<file path="config.mk">
export PLATFORM = sky130hd
export DESIGN_NAME = rxdma_pingpong
export DESIGN_NICKNAME = d
export VERILOG_FILES = /design/src/rtl/rxdma_pkg.sv /design/src/rtl/rxdma_buf.sv /design/src/rtl/rxdma_seq.sv /design/src/rtl/rxdma_port.sv /design/src/rtl/rxdma_pingpong.sv
export SDC_FILE = /design/constraint.sdc
export NUM_CORES = 1
export LEC_CHECK = 0
export BUFFER_PORTS_ARGS = -buffer_cell sky130_fd_sc_hd__buf_4
export CAP_MARGIN = 40
export CELL_PAD_IN_SITES_DETAIL_PLACEMENT = 0
export CELL_PAD_IN_SITES_GLOBAL_PLACEMENT = 1
export CORE_UTILIZATION = 30
export DETAILED_ROUTE_END_ITERATION = 16
export GPL_TIMING_DRIVEN = 0
export PLACE_DENSITY_LB_ADDON = 0.1
export SLEW_MARGIN = 15
export SYNTH_ARGS = -nofsm -noshare
export SYNTH_HDL_FRONTEND = slang
export SYNTH_SLANG_ARGS = --single-unit
</file>
<file path="constraint.sdc">
create_clock -name clk -period 2.65 [get_ports clk]
set_clock_uncertainty 0.2 [all_clocks]
set_input_delay 0.3975 -clock clk [delete_from_list [all_inputs] [get_ports clk]]
set_output_delay 0.3975 -clock clk [all_outputs]
set_load 0.1 [all_outputs]
</file>
<file path="src/rtl/rxdma_pkg.sv">
package rxdma_pkg;
  typedef enum logic {
    BUF_A = 1'b0,
    BUF_B = 1'b1
  } buf_sel_e;

  localparam int NUM_BUF = 2;

  function automatic buf_sel_e other_buf(input buf_sel_e b);
    return (b == BUF_A) ? BUF_B : BUF_A;
  endfunction
endpackage

</file>
<file path="src/rtl/rxdma_buf.sv">
module rxdma_buf #(
  parameter int ADDR_W = 13
) (
  input  logic              clk,
  input  logic              rst_n,
  input  logic              clr,
  input  logic              load,
  input  logic [ADDR_W-1:0] ld_start,
  input  logic [ADDR_W-1:0] ld_end,
  input  logic              take,
  input  logic              ovr_set,
  output logic              active,
  output logic [ADDR_W-1:0] addr,
  output logic              last,
  output logic              ovr_flag
);
  logic [ADDR_W-1:0] end_q;

  assign last = (addr == end_q);

  always_ff @(posedge clk or negedge rst_n) begin
    if (!rst_n) begin
      active   <= 1'b0;
      addr     <= '0;
      end_q    <= '0;
      ovr_flag <= 1'b0;
    end else if (clr) begin
      active   <= 1'b0;
      ovr_flag <= 1'b0;
    end else if (load && !active) begin
      addr     <= ld_start;
      end_q    <= ld_end;
      active   <= 1'b1;
      ovr_flag <= 1'b0;
    end else begin
      if (take) begin
        if (last) active <= 1'b0;
        else      addr   <= addr + 1'b1;
      end
      if (ovr_set) ovr_flag <= 1'b1;
    end
  end
endmodule

</file>
<file path="src/rtl/rxdma_seq.sv">
module rxdma_seq
  import rxdma_pkg::*;
(
  input  logic         clk,
  input  logic         rst_n,
  input  logic         clr,
  input  logic [1:0]   act,
  input  logic         fifo_full,
  input  logic         xfer,
  input  logic         last_cur,
  output buf_sel_e     cur,
  output logic         pend,
  output buf_sel_e     pend_tgt
);
  buf_sel_e nxt;
  assign nxt = other_buf(cur);

  always_ff @(posedge clk or negedge rst_n) begin
    if (!rst_n) begin
      cur <= BUF_A;
    end else if (clr) begin
      cur <= BUF_A;
    end else if (xfer && last_cur) begin
      cur <= nxt;
    end else if (!act[cur] && act[nxt]) begin
      cur <= nxt;
    end
  end

  always_ff @(posedge clk or negedge rst_n) begin
    if (!rst_n) begin
      pend     <= 1'b0;
      pend_tgt <= BUF_A;
    end else if (clr) begin
      pend     <= 1'b0;
      pend_tgt <= BUF_A;
    end else if (!pend && act == 2'b00 && fifo_full) begin
      pend     <= 1'b1;
      pend_tgt <= cur;
    end else if (pend && xfer && cur == pend_tgt) begin
      pend     <= 1'b0;
    end
  end
endmodule

</file>
<file path="src/rtl/rxdma_port.sv">
module rxdma_port #(
  parameter int ADDR_W = 13,
  parameter int DATA_W = 8
) (
  input  logic              cur_active,
  input  logic [ADDR_W-1:0] cur_addr,
  input  logic              fifo_valid,
  input  logic [DATA_W-1:0] fifo_data,
  input  logic              mem_ready,
  output logic              fifo_ready,
  output logic              mem_valid,
  output logic [ADDR_W-1:0] mem_addr,
  output logic [DATA_W-1:0] mem_data,
  output logic              xfer
);
  always_comb begin
    mem_valid  = cur_active && fifo_valid;
    fifo_ready = cur_active && mem_ready;
    mem_addr   = cur_addr;
    mem_data   = fifo_data;
    xfer       = mem_valid && mem_ready;
  end
endmodule

</file>
<file path="src/rtl/rxdma_pingpong.sv">
module rxdma_pingpong
  import rxdma_pkg::*;
#(
  parameter int ADDR_W = 13,
  parameter int DATA_W = 8
) (
  input  logic              clk,
  input  logic              rst_n,
  input  logic              dma_reset,
  input  logic              load_a,
  input  logic              load_b,
  input  logic [ADDR_W-1:0] ld_start,
  input  logic [ADDR_W-1:0] ld_end,
  input  logic              fifo_valid,
  output logic              fifo_ready,
  input  logic [DATA_W-1:0] fifo_data,
  input  logic              fifo_perr,
  input  logic              fifo_full,
  output logic              mem_valid,
  input  logic              mem_ready,
  output logic [ADDR_W-1:0] mem_addr,
  output logic [DATA_W-1:0] mem_data,
  output logic              act_a,
  output logic              act_b,
  output logic              ovr_a,
  output logic              ovr_b,
  output logic              perr_a
);
  logic [NUM_BUF-1:0] load_v, take_v, ovrset_v, act_v, last_v, ovr_v;
  logic [ADDR_W-1:0]  addr_v [NUM_BUF];
  buf_sel_e           cur, pend_tgt;
  logic               pend, xfer, perr_q;

  assign load_v = {load_b, load_a};

  for (genvar i = 0; i < NUM_BUF; i++) begin : g_buf
    assign take_v[i]   = xfer && (cur == buf_sel_e'(i));
    assign ovrset_v[i] = take_v[i] && pend && (pend_tgt == buf_sel_e'(i));
    rxdma_buf #(.ADDR_W(ADDR_W)) u_buf (
      .clk      (clk),
      .rst_n    (rst_n),
      .clr      (dma_reset),
      .load     (load_v[i]),
      .ld_start (ld_start),
      .ld_end   (ld_end),
      .take     (take_v[i]),
      .ovr_set  (ovrset_v[i]),
      .active   (act_v[i]),
      .addr     (addr_v[i]),
      .last     (last_v[i]),
      .ovr_flag (ovr_v[i])
    );
  end

  rxdma_seq u_seq (
    .clk       (clk),
    .rst_n     (rst_n),
    .clr       (dma_reset),
    .act       (act_v),
    .fifo_full (fifo_full),
    .xfer      (xfer),
    .last_cur  (last_v[cur]),
    .cur       (cur),
    .pend      (pend),
    .pend_tgt  (pend_tgt)
  );

  rxdma_port #(.ADDR_W(ADDR_W), .DATA_W(DATA_W)) u_port (
    .cur_active (act_v[cur]),
    .cur_addr   (addr_v[cur]),
    .fifo_valid (fifo_valid),
    .fifo_data  (fifo_data),
    .mem_ready  (mem_ready),
    .fifo_ready (fifo_ready),
    .mem_valid  (mem_valid),
    .mem_addr   (mem_addr),
    .mem_data   (mem_data),
    .xfer       (xfer)
  );

  always_ff @(posedge clk or negedge rst_n) begin
    if (!rst_n)                    perr_q <= 1'b0;
    else if (dma_reset)            perr_q <= 1'b0;
    else if (load_a && !act_v[0])  perr_q <= 1'b0;
    else if (take_v[0] && fifo_perr) perr_q <= 1'b1;
  end

  assign act_a  = act_v[0];
  assign act_b  = act_v[1];
  assign ovr_a  = ovr_v[0];
  assign ovr_b  = ovr_v[1];
  assign perr_a = perr_q;
endmodule

</file>
# After elaboration in Yosys (flattened, before gate mapping)
# Cells that the tools add are included.
# word_totals
ff_bits,60
input_bits,43
wordCells,108
# classes
add_sub_neg,2
n_lt_le_gt_ge,3
eq_ne,5
muxes,41
n_bitwise,4
reduce_logical,41
# ops
operator,count
13-bit 2-to-1 mux,9
1-bit 2-to-1 mux,32
3-bit nonzero test,9
13-bit by 1-bit adder with 13-bit output (second input constant),2
13-bit == test,2
1-bit logical AND,18
2-bit AND reduction,4
3-bit AND reduction,2
2-bit nonzero test,3
1-bit zero test,4
1-bit by 2-bit less-than comparator with 1-bit output (second input constant),2
2-bit != test (second input constant),2
1-bit inverter,3
2-bit greater-or-equal comparator (second input constant),1
2-bit zero test,1
1-bit inverter with 2-bit output,1
1-bit == test,1

# Depth between registers and ports, before layout
# logic_depth
depth_word,10
depth_mapped,8
mapped_depth_nobuf,7

# Cells and area by module
# From an unflattened synthesis, not the netlist that was laid out.
# hier_totals
hier_cells,454
hier_area_um2,3952.5
# by_module_without_submodules
mod,n_inst,cells_per_inst,area_per_inst_um2
rxdma_buf,2,194,1651.6
rxdma_pingpong,1,27,305.3
rxdma_port,1,24,177.7
rxdma_seq,1,15,166.4

# Least setup slack after synthesis
# Ideal clock, no wire load.
# synth_timing
kind,register to output
start,reg u_seq.cur
end,out mem_addr[12]
t_arrival_ns,2.708
t_required_ns,2.053
path_slack_ns,-0.656
path_stages_with_launch,3
path_buffers,1
path_cell_list,dfrtp_1 clkbuf_1 o21ai_0
# synth_between
elab_chain_len,4
# synth_rtl
element,line,source
"start, declared",rxdma_seq.sv:11,"output buf_sel_e cur,"
"start signal, assigned",rxdma_seq.sv:24,cur <= nxt;
"start signal, assigned",rxdma_seq.sv:26,cur <= nxt;
1-bit inverter with 2-bit output (implied by the code),rxdma_pingpong.sv:70,".cur_addr (addr_v[cur]),"
13-bit 2-to-1 mux (implied by the code) (3 in a row),rxdma_pingpong.sv:70,
"end, declared",rxdma_pingpong.sv:21,"output logic [ADDR_W-1:0] mem_addr,"
# No other way between the ends. The select of a mux whose other input is x is not followed.

# Worst setup path in the final report
# layout_timing
start,reg u_seq.cur
end,out mem_addr[9]
# Same word-level chain as after synthesis.

==> metrics.cfg <==
[status]
status=complete, no violations

[routing]
drc=0
antenna_left=0
viasPerCell=5.38
wl_um=12600
drt_iter0_drc=211
vias=3398
wl_per_cell_um=20.0
dr.pass1.iters=5

[setup_path]
rr_startpoint=g_buf[1].u_buf.active
regToRegEndpoint=g_buf[1].u_buf.addr[7]
path_delay_family=buffers and inverters
critPathBufInv=2
crit_slowest_cell=buf_1
end_kind=output port
reg2regPathDepth=5
path_cells=buf_1 -> mux2_2 -> buf_4
required_ns=2.05
cp.arrival_ns=1.96
slowest_delay_ns=0.56
critPathKind=reg2out
cp_max_fo=10
startpoint_type=flop
r2r_slack_ns=0.20

[layout]
stdcell_area_mm2=0.00479
drive_above_1_share_pct=30.8
diodes=0
final_common_cell=buf_4
layout_common_cells=70 x buf_4, 60 x dfrtp_1, 35 x mux2_2
instances_no_fill=632
layout.nets=504
seq_area_mm2=0.00150
fillers=1209
area_growth_pct=28.7
multi_input_area_mm2=0.00200

[logic_synthesis]
synth_area_mm2=0.00372
syn-num-nets=429
seq_area_frac_synth_pct=40.3
synth_cell_type_count=68
async_reset_ff_share_pct=100
syn-instance-count=384
yosysWarnings=0
ys_ff_latch=60
synth_area_leaders=dfrtp_1 40%, mux2_2 11%, xnor2_1 3.5%
synth_ff_type=dfrtp_1
yosysTopAreaCellShare_pct=40.3
yosysTopAreaCell=dfrtp_1
syn_avg_cell_area_um2=9.70
synth_edf_count=0

[power]
switching_share_pct=38.7
power_density_mw_per_mm2=851
power.switching_mw=1.58
pwr-share-comb_pct=34.0
seqPwrFrac_pct=32.1
p_leak_nw=1.98
p_int_mw=2.50
clkPwrFrac_pct=33.8
peakVddDrop_mv=0.507

[global_route]
antenna_found_initial=0
grt_max_degree=46
use_met2_pct=31.3
grt_pass1_wl_um=19500
grt_pass1_vias=3295
grtUsageMet3_pct=4.25
grt-busiest-layer=met2
grtUsageTotal_pct=20.6
grt_overflow=0
met1_usage_pct=28.6

[floorplan]
num_rows=40
die_y_um=113
core_mm2=0.0121
start_util_pct=30.9
ioPinCount=71
dieArea_mm2=0.0129
fp.dieW_um=113

[cts]
clk_pin_slew_ns=0.06
clk_path_buf_depth=2
cts_max_level=3
cts-root-buf=clkbuf_16
clk_latency_ns=0.33
cts_made_buffers=9
cts_sinks=60
cts_tree=yes

[worst_hold_path]
hold_path_class=in2reg
worstHoldStart=ld_end[9]
worstHoldPathCells=2
hold_path_end=g_buf[0].u_buf.end_q[9]

[timing]
worst_slew_pin_slew_ns=0.720
final-setup-viol-count=0
fmax_mhz=391
final-hold-violation-count=0
final_max_slew_viol_count=0
rsz0062_at_grt=false
max_slew_margin_pct=52.0
min_period_ns=2.56
period_share_pct=96.5

[place]
place_congestion=0.842
hpwl_um=9400
postPlaceCellArea_mm2=0.00443
io_buffers=62
dp.cells=615

[job]
drv_cap=0

==> cells in the mapped netlist, types with 2 or more instances <==
cell,instances
a211oi_1,2
a211oi_2,2
a21oi_1,22
a22oi_1,6
a311o_1,2
a311oi_1,4
a31o_2,2
a31oi_1,11
a41oi_1,2
and2_1,2
and3_1,9
and4b_1,2
buf_1,2
buf_2,3
buf_4,8
buf_6,3
clkbuf_1,18
dfrtp_1,60
ha_1,2
inv_1,11
mux2_2,35
nand2_1,25
nand2b_1,2
nand3_1,12
nand4_1,7
nor2_1,24
nor2b_1,5
nor3_1,21
nor4_1,2
o21ai_0,9
o221a_1,2
o221ai_1,3
o22ai_1,2
o2bb2ai_1,3
o32a_1,2
xnor2_1,15
xnor2_2,2
xor2_1,10
==> cells by family (layout without fill, tap and decap cells) <==
kind of cell               after synthesis  in the layout  share of synthesized area [%]
AOI/OAI and AO/OA                       91             91                           17.8
xor gates and xnor gates                27             27                           6.75
buffers and inverters                   46            126                           6.18
DFF                                     60             60                           40.3
muxes                                   36             36                           10.9
adders and majority gates                2              2                          0.672
and+or+nand+nor                        122            122                           17.4
==> final cells by class <==
cell class | count | area share, %
Timing Repair Buffer | 64 | 10.5
Multi-Input combinational cell | 278 | 41.7
Tap cell | 168 | 4.39
Clock inverter | 7 | 2.58
Sequential cell | 60 | 31.3
Buffer | 35 | 3.94
Inverter | 11 | 0.862
Clock buffer | 9 | 4.70
==> per-layer routing <==
layer  part of all wire (%)  wire (µm)
met4                    2.9        371
met3                    5.3        664
met5                      0          0
met2                     45       5710
met1                     46       5860
==> power by group through the flow <==
stage | Clock [mW] | Combinational (mW) | Sequential [mW]
floorplan | 0 | 1.06 | 1.25
global placement | 0 | 1.37 | 1.32
detailed placement | 0 | 1.38 | 1.33
CTS | 1.40 | 1.39 | 1.31
global route | 1.45 | 1.49 | 1.34
finish | 1.38 | 1.39 | 1.31
==> flip-flops by register name (all words and copies together), names as in the netlist <==
register	cells
g_buf.u_buf.active	2
g_buf.u_buf.ovr_flag	2
g_buf.u_buf.addr	26
g_buf.u_buf.end_q	26
u_seq.pend_tgt	1
perr_a	1
u_seq.pend	1
u_seq.cur	1
==> what timing repair did <==
action,4_1_cts,5_1_grt
setup buffers,0,0
hold buffers,1,0
gates resized for setup,0,1
hold endpoints to repair,15,0
endpoints found under the setup margin,0,5
==> how the worst max path moves through the flow <==
stage	from	endpoint	slack (ns)	cells after the start
3_5_place_dp	g_buf[1].u_buf.addr[6]	g_buf[1].u_buf.addr[1]	0.14	7
5_1_grt	g_buf[1].u_buf.active	g_buf[1].u_buf.addr[7]	0.03	5
6_report	u_seq.cur	mem_addr[9]	0.09	3
2_1_floorplan	u_seq.cur	mem_addr[5]	-0.65	2
4_1_cts	u_seq.cur	mem_addr[9]	0.12	3
3_3_place_gp	g_buf[1].u_buf.addr[6]	g_buf[1].u_buf.addr[10]	0.18	6
==> metrics by stage <==
stage               total power [mW]  setup WS [ns]  hold slack (ns)  TNS, ns  util, %
finish                          4.08         0.0925            0.102        0     39.7
global placement                2.69          0.179            0.312        0     36.5
global route                    4.28         0.0299            0.102        0     39.7
detailed placement              2.71          0.144           0.0890        0     36.7
CTS                             4.10          0.124           0.0970        0     39.7
floorplan                       2.31         -0.647          -0.0981    -3.22        -
No activity file was read; power rests on OpenSTA's default activity.
